$ cat config.mk
export PLATFORM = sky130hd
export DESIGN_NAME = strmove_seq
export DESIGN_NICKNAME = d
export VERILOG_FILES = /design/src/rtl/strmove_pkg.sv /design/src/rtl/strmove_phys.sv /design/src/rtl/strmove_step.sv /design/src/rtl/strmove_ctrl.sv /design/src/rtl/strmove_seq.sv
export SDC_FILE = /design/constraint.sdc
export NUM_CORES = 1
export LEC_CHECK = 0
export ABC_AREA = 0
export BUFFER_PORTS_ARGS = -buffer_cell sky130_fd_sc_hd__buf_4
export CORE_MARGIN = 8
export CORE_UTILIZATION = 57
export DETAILED_ROUTE_END_ITERATION = 6
export PLACE_DENSITY = 0.95
export SETUP_SLACK_MARGIN = 0.15
export SYNTH_ARGS = -nofsm -noshare
export SYNTH_HDL_FRONTEND = slang
export SYNTH_SLANG_ARGS = --single-unit
$ cat constraint.sdc
create_clock -name clk -period 9.2 [get_ports clk]
set_input_delay 1.84 -clock clk [delete_from_list [all_inputs] [get_ports clk]]
set_output_delay 1.84 -clock clk [all_outputs]
set_load 0.03 [all_outputs]
$ cat src/rtl/strmove_pkg.sv
// Shared types for the block copy sequencer.
// Assumes nothing beyond a two-bit state encoding.
package strmove_pkg;
    typedef enum logic [1:0] {
        ST_IDLE  = 2'd0,
        ST_READ  = 2'd1,
        ST_WRITE = 2'd2,
        ST_FIN   = 2'd3
    } seq_state_t;
endpackage

$ cat src/rtl/strmove_phys.sv
// Forms a physical address from a segment and an offset: the segment is
// shifted left by SEG_SHIFT and the zero-extended offset is added; the
// carry out of the top bit is dropped (wrap modulo 2^PA_W).
module strmove_phys #(
    parameter int OFF_W     = 16,
    parameter int SEG_SHIFT = 4,
    localparam int PA_W     = OFF_W + SEG_SHIFT
) (
    input  logic [OFF_W-1:0] seg,
    input  logic [OFF_W-1:0] off,
    output logic [PA_W-1:0]  phys
);
    // Combine shifted segment with offset; truncation gives the wrap.
    always_comb begin
        phys = {seg, {SEG_SHIFT{1'b0}}} + {{SEG_SHIFT{1'b0}}, off};
    end
endmodule

$ cat src/rtl/strmove_step.sv
// Computes the next offset after one element: stride 1 for bytes and 2 for
// words, added or subtracted per the direction bit, modulo 2^OFF_W.
module strmove_step #(
    parameter int OFF_W = 16
) (
    input  logic [OFF_W-1:0] off,
    input  logic             word,
    input  logic             down,
    output logic [OFF_W-1:0] nxt
);
    localparam logic [OFF_W-1:0] ONE = OFF_W'(1);

    logic [OFF_W-1:0] stride;

    // Pick the element stride, then move in the chosen direction.
    always_comb begin
        stride = word ? (ONE << 1) : ONE;
        nxt    = down ? (off - stride) : (off + stride);
    end
endmodule

$ cat src/rtl/strmove_ctrl.sv
// Phase controller: idle -> read -> write (repeat) -> finish -> idle.
// Assumes mem_ack is only meaningful while a phase is requesting, and that
// cnt_last reflects whether the element being written is the final one.
module strmove_ctrl
    import strmove_pkg::*;
(
    input  logic       clk,
    input  logic       rst_n,
    input  logic       start,
    input  logic       init_zero,
    input  logic       cnt_last,
    input  logic       mem_ack,
    output seq_state_t st
);
    seq_state_t st_nx;

    // Next-state selection for the copy phases.
    always_comb begin
        st_nx = st;
        unique case (st)
            ST_IDLE:  if (start) st_nx = init_zero ? ST_FIN : ST_READ;
            ST_READ:  if (mem_ack) st_nx = ST_WRITE;
            ST_WRITE: if (mem_ack) st_nx = cnt_last ? ST_FIN : ST_READ;
            ST_FIN:   st_nx = ST_IDLE;
            default:  st_nx = ST_IDLE;
        endcase
    end

    // State register with synchronous reset.
    always_ff @(posedge clk) begin
        if (!rst_n) st <= ST_IDLE;
        else        st <= st_nx;
    end


    fin_once_chk: assert property (@(posedge clk) disable iff (!rst_n)
        (st == ST_FIN) |=> (st == ST_IDLE));


    read_then_write_chk: assert property (@(posedge clk) disable iff (!rst_n)
        (st == ST_READ && mem_ack) |=> (st == ST_WRITE));
endmodule

$ cat src/rtl/strmove_seq.sv
// Block copy sequencer top. Loads the copy setup on an idle start, then
// alternates read and write requests, stepping count and offsets after
// every write acknowledge. Assumes a one-cycle mem_ack per request with
// mem_rdata valid alongside the read acknowledge.
module strmove_seq
    import strmove_pkg::*;
#(
    parameter int OFF_W     = 16,
    parameter int SEG_SHIFT = 4,
    parameter int CNT_W     = 16,
    parameter int DATA_W    = 16,
    localparam int PA_W     = OFF_W + SEG_SHIFT,
    localparam int N_CH     = 2
) (
    input  logic              clk,
    input  logic              rst_n,
    input  logic              start,
    input  logic [CNT_W-1:0]  init_count,
    input  logic [OFF_W-1:0]  ds_seg,
    input  logic [OFF_W-1:0]  es_seg,
    input  logic              ovr_en,
    input  logic [OFF_W-1:0]  ovr_seg,
    input  logic [OFF_W-1:0]  src_off,
    input  logic [OFF_W-1:0]  dst_off,
    input  logic              word_mode,
    input  logic              dir_down,
    output logic              mem_req,
    output logic              mem_we,
    output logic              mem_word,
    output logic [PA_W-1:0]   mem_addr,
    output logic [DATA_W-1:0] mem_wdata,
    input  logic [DATA_W-1:0] mem_rdata,
    input  logic              mem_ack,
    output logic              busy,
    output logic              done,
    output logic [CNT_W-1:0]  cnt_out,
    output logic [OFF_W-1:0]  si_out,
    output logic [OFF_W-1:0]  di_out
);
    localparam logic [CNT_W-1:0] CNT_ONE = CNT_W'(1);

    seq_state_t        st;
    logic [CNT_W-1:0]  cnt_q;
    logic [DATA_W-1:0] data_q;
    logic              word_q;
    logic              down_q;
    logic [OFF_W-1:0]  seg_q  [N_CH];
    logic [OFF_W-1:0]  off_q  [N_CH];
    logic [OFF_W-1:0]  off_nx [N_CH];
    logic [PA_W-1:0]   phys   [N_CH];
    logic              accept;
    logic              wr_done;

    assign accept  = (st == ST_IDLE) && start;
    assign wr_done = (st == ST_WRITE) && mem_ack;

    strmove_ctrl u_ctrl (
        .clk       (clk),
        .rst_n     (rst_n),
        .start     (start),
        .init_zero (init_count == '0),
        .cnt_last  (cnt_q == CNT_ONE),
        .mem_ack   (mem_ack),
        .st        (st)
    );

    // Channel 0 is the source, channel 1 the destination.
    for (genvar c = 0; c < N_CH; c++) begin : g_ch
        strmove_phys #(.OFF_W(OFF_W), .SEG_SHIFT(SEG_SHIFT)) u_phys (
            .seg  (seg_q[c]),
            .off  (off_q[c]),
            .phys (phys[c])
        );
        strmove_step #(.OFF_W(OFF_W)) u_step (
            .off  (off_q[c]),
            .word (word_q),
            .down (down_q),
            .nxt  (off_nx[c])
        );
    end

    // Setup capture on accept; source segment honours the substitute,
    // destination segment never does.
    always_ff @(posedge clk) begin
        if (!rst_n) begin
            seg_q[0] <= '0;
            seg_q[1] <= '0;
            word_q   <= 1'b0;
            down_q   <= 1'b0;
        end else if (accept) begin
            seg_q[0] <= ovr_en ? ovr_seg : ds_seg;
            seg_q[1] <= es_seg;
            word_q   <= word_mode;
            down_q   <= dir_down;
        end
    end

    // Count and offsets: load on accept, step after each write acknowledge.
    always_ff @(posedge clk) begin
        if (!rst_n) begin
            cnt_q    <= '0;
            off_q[0] <= '0;
            off_q[1] <= '0;
        end else if (accept) begin
            cnt_q    <= init_count;
            off_q[0] <= src_off;
            off_q[1] <= dst_off;
        end else if (wr_done) begin
            cnt_q    <= cnt_q - CNT_ONE;
            off_q[0] <= off_nx[0];
            off_q[1] <= off_nx[1];
        end
    end

    // Hold the element read for the following write phase.
    always_ff @(posedge clk) begin
        if (!rst_n)                         data_q <= '0;
        else if (st == ST_READ && mem_ack)  data_q <= mem_rdata;
    end

    // Memory port and status outputs decoded from the phase.
    always_comb begin
        mem_req   = (st == ST_READ) || (st == ST_WRITE);
        mem_we    = (st == ST_WRITE);
        mem_word  = word_q;
        mem_addr  = (st == ST_WRITE) ? phys[1] : phys[0];
        mem_wdata = data_q;
        busy      = (st != ST_IDLE);
        done      = (st == ST_FIN);
        cnt_out   = cnt_q;
        si_out    = off_q[0];
        di_out    = off_q[1];
    end


    req_hold_chk: assert property (@(posedge clk) disable iff (!rst_n)
        (mem_req && !mem_ack) |=> (mem_req && $stable(mem_addr) && $stable(mem_we)));


    cnt_dec_chk: assert property (@(posedge clk) disable iff (!rst_n)
        (mem_req && mem_we && mem_ack) |=> (cnt_out == $past(cnt_out) - CNT_ONE));


    step_size_chk: assert property (@(posedge clk) disable iff (!rst_n)
        (mem_req && mem_we && mem_ack) |=>
            ((si_out - $past(si_out)) == (di_out - $past(di_out))) &&
            ($countones(si_out ^ $past(si_out)) != 0));


    zero_start_chk: assert property (@(posedge clk) disable iff (!rst_n)
        (!busy && start && init_count == '0) |=> (done && !mem_req));


    done_pulse_chk: assert property (@(posedge clk) disable iff (!rst_n)
        done |=> !done);


    busy_start_chk: assert property (@(posedge clk) disable iff (!rst_n)
        (busy && !(mem_req && mem_we && mem_ack)) |=>
            ($stable(cnt_out) && $stable(si_out) && $stable(di_out)));


    dst_seg_hold_chk: assert property (@(posedge clk) disable iff (!rst_n)
        (busy && $past(busy)) |-> $stable(seg_q[1]));


    reset_idle_chk: assert property (@(posedge clk)
        !rst_n |=> (!busy && !done && !mem_req));
endmodule

==> results by group <==
Run status
  – Status: finished clean

Routing
  – Via/cell ratio: between 5 and 6
  – Vias: 6665
  – WL final: roughly 22000 um
  – # DRC: 0
  – TritonRoute pass-1 iters: 7
  – ANT nets after route: 0
  – DR iter-0 viols: 455
  – WL per Instance: between 15 and 20 um

Synth
  – Yosys reg bits: 100
  – Mapped Area: between 6000 and 7000 um2
  – Sequential area share after synthesis: 0.379
  – Synthesized instance count: ~760
  – Ys flop type: edfxtp_1
  – Net count after synthesis: 946
  – Yosys cell types: 58
  – Post-synth EDFFs: 64
  – Synth warn: 0
  – Asr flop ratio synth: 0
  – Synthesized area per cell: 9.14 um2

Worst setup path
  – CP Data Required Time: roughly 7.4 ns
  – Slowest Stage Delay on Critical Path: around 0.50 ns
  – Crit path buf inv count: 1
  – CP Class: reg -> out
  – Element type at the critical path end: output pin
  – Worst path top cell family by delay: compound AO/OA/AOI/OAI gates
  – Startpoint Class: flop
  – Crit Path Max Fanout: 4
  – CP arrival: 3.30 ns
  – Slowest CP cell: o31ai_1
  – R2R depth: 5
  – Crit-path cells: ha_1, fa_1, a211oi_1, nor2_1, o31ai_1, nor3_1, o21bai_1, xnor2_1, mux2_2, buf_4
  – Total stage count of the critical path: 10

Finish
  – Ant diodes: 0
  – Fin nets: approximately 1100
  – Share of post-route cells with drive strength above 1: 0.255
  – Area grow syn2layout: 28.2%
  – Commonest non-fill, non-tap cell in the layout: buf_4
  – Leading cell types in the layout, fill and taps excluded: buf_4 (211), nand2_1 (125), edfxtp_1 (64)
  – Design area: between 8000 and 9000 um2
  – Layout fillers: ~860

Global route
  – Grt ovf: 0
  – Total GRT Usage: 0.262
  – First-pass GRT wire length: about 34000 um
  – Vias in the first global route: ~6800
  – Largest net degree at the start of global routing: 50
  – Antenna violations before repair: 0

STA
  – Slew Limit Headroom: 0.326
  – Max Slew Vio Count: 0
  – Crit share post-route: 0.559
  – Fmax: roughly 190 MHz
  – RSZ-0062 raised after global routing: false
  – Final hold slack: around 0.46 ns
  – Final Setup Violations: 0
  – Post-layout min period: 5.14 ns
  – Clk_skew: between 0.007 and 0.008 ns
  – Final WS setup: approximately 4 ns
  – Final setup TNS: 0 ns
  – Endpoints failing hold: 0
  – Slew @ Worst Pin: 1.01 ns

Clock network
  – Post-cts gate resize count: 0
  – CTS tree: done
  – H-tree levels: 3
  – Clock Latency Late Sink: 0.35 ns
  – Num Clock Sinks: 100
  – Number of CTS-inserted buffers: 9
  – Clk slew on worst S/H paths: 0.07 ns
  – Clock Path Buffers: 2
  – Root Driver: clkbuf_16
  – Post-CTS Setup Bufs: 0
  – Hold_buf cts: 0

Placement
  – Post-DP HPWL: roughly 16000 um
  – Placement Cell Area: between 8000 and 9000 um2
  – DP Worst Slack: ~4.5 ns
  – Number of port buffers: just over 200
  – GPL Wtd Cong: roughly 0.94

Die
  – Cell row count: 40
  – Starting Density: 0.584
  – I/O pins: between 200 and 250
  – Placeable Area: around 12000 um2
  – Die W: roughly 130 um
  – Die H: ~130 um
  – Die Footprint: around 16000 um2

Flow run
  – Max Cap Viol: 0

Hold path
  – Hold Path Class: reg -> reg
  – Hold Path Depth: 2

Power
  – PwrDens: approximately 300 nW/um2
  – Pleak: roughly 4.2 nW
  – Max VDD drop: about 0.21 mV
==> cells in the mapped netlist (4+ instances only) <==
library cell  instances  area, um2
clkbuf_1             26       97.6
a21boi_0             20        150
a21oi_1              53        265
nand3_1              13       65.1
nand2b_1              6       37.5
nor4_1                7       43.8
inv_1                17       63.8
nand2_1             125        469
ha_1                 61        763
o211a_1              13        130
xnor2_1              31        272
xor2_1               32        280
mux2_2                7       78.8
and2_1               19        119
a22o_1                4       35.0
nor2b_1               6       37.5
nor2_1               45        169
dfxtp_1              36        721
mux2i_1              17        170
o211ai_1              6       45.0
edfxtp_1             64       1920
nor3b_1               4       30.0
a21o_1               20        150
nand4_1               5       31.3
o21ai_0              61        305
and3_1                5       31.3
nor3_1                9       45.0
a211oi_1              4       30.0
==> stage by stage <==
step / instances / power, mW / util
after floorplan: 764 / 1.74 / -
after global placement: 1095 / 2.19 / 0.723
after detailed placement: 1095 / 2.24 / 0.723
after CTS: 1111 / 2.64 / 0.748
after global routing: 1111 / 2.80 / 0.748
final: 1111 / 2.65 / 0.748
==> logic make-up (layout without fill, tap and decap cells) <==
kind of cell	after synthesis	after routing	share of synthesized area
AO/OA/AOI/OAI	212	212	0.195
XOR/XNOR	63	63	0.0790
adder cells (fa/ha/maj)	63	63	0.115
buffers and inverters	44	244	0.0237
flip-flops	100	100	0.379
multiplexers	24	24	0.0357
AND/OR/NAND/NOR	258	258	0.173
==> sequential cells by signal, indices dropped and copies added, names as in the netlist <==
name	flops
mem_word	1
off_q	32
down_q	1
mem_wdata	16
u_ctrl.st	2
cnt_out	16
seg_q	32
==> layout make-up <==
type / instances / area (um2) / area share
clock inverter: 3 / 16.3 / 0.00182
inverter: 17 / 63.8 / 0.00713
clock buffer: 13 / 283 / 0.0316
multi-input combinational: 620 / 4170 / 0.467
sequential: 100 / 2640 / 0.295
tap: 147 / 184 / 0.0206
timing repair buffer: 211 / 1580 / 0.177
==> worst min-delay path, cell delays in order (launching register included) <==
cell,delay [ns]
dfxtp_1,0.31
nand2_1,0.05
a21boi_0,0.06
==> power breakdown <==
part	total [mW]	switching, mW	internal [mW]	leakage [nW]
clock network	0.387	0.171	0.216	0.154
logic	1.54	0.954	0.583	3.09
registers	0.728	0.109	0.619	0.986
==> routing by layer <==
metal	GRT usage	part of all wire	up-vias
met2	0.459	0.49	352
met1	0.288	0.38	3107
met3	0.0829	0.10	49
li1	-	-	3157
met4	0.108	0.031	0
met5	0	0	-
==> worst paths after layout <==
check	startpoint	to	slack, ns
max reg2reg	u_ctrl.st[1]	off_q[0][0]	6.02
min reg2reg	mem_wdata[7]	mem_wdata[7]	0.46
max	off_q[0][20]	mem_addr[18]	4.06
min	mem_wdata[7]	mem_wdata[7]	0.46
No activity file was read; power rests on OpenSTA's default activity.
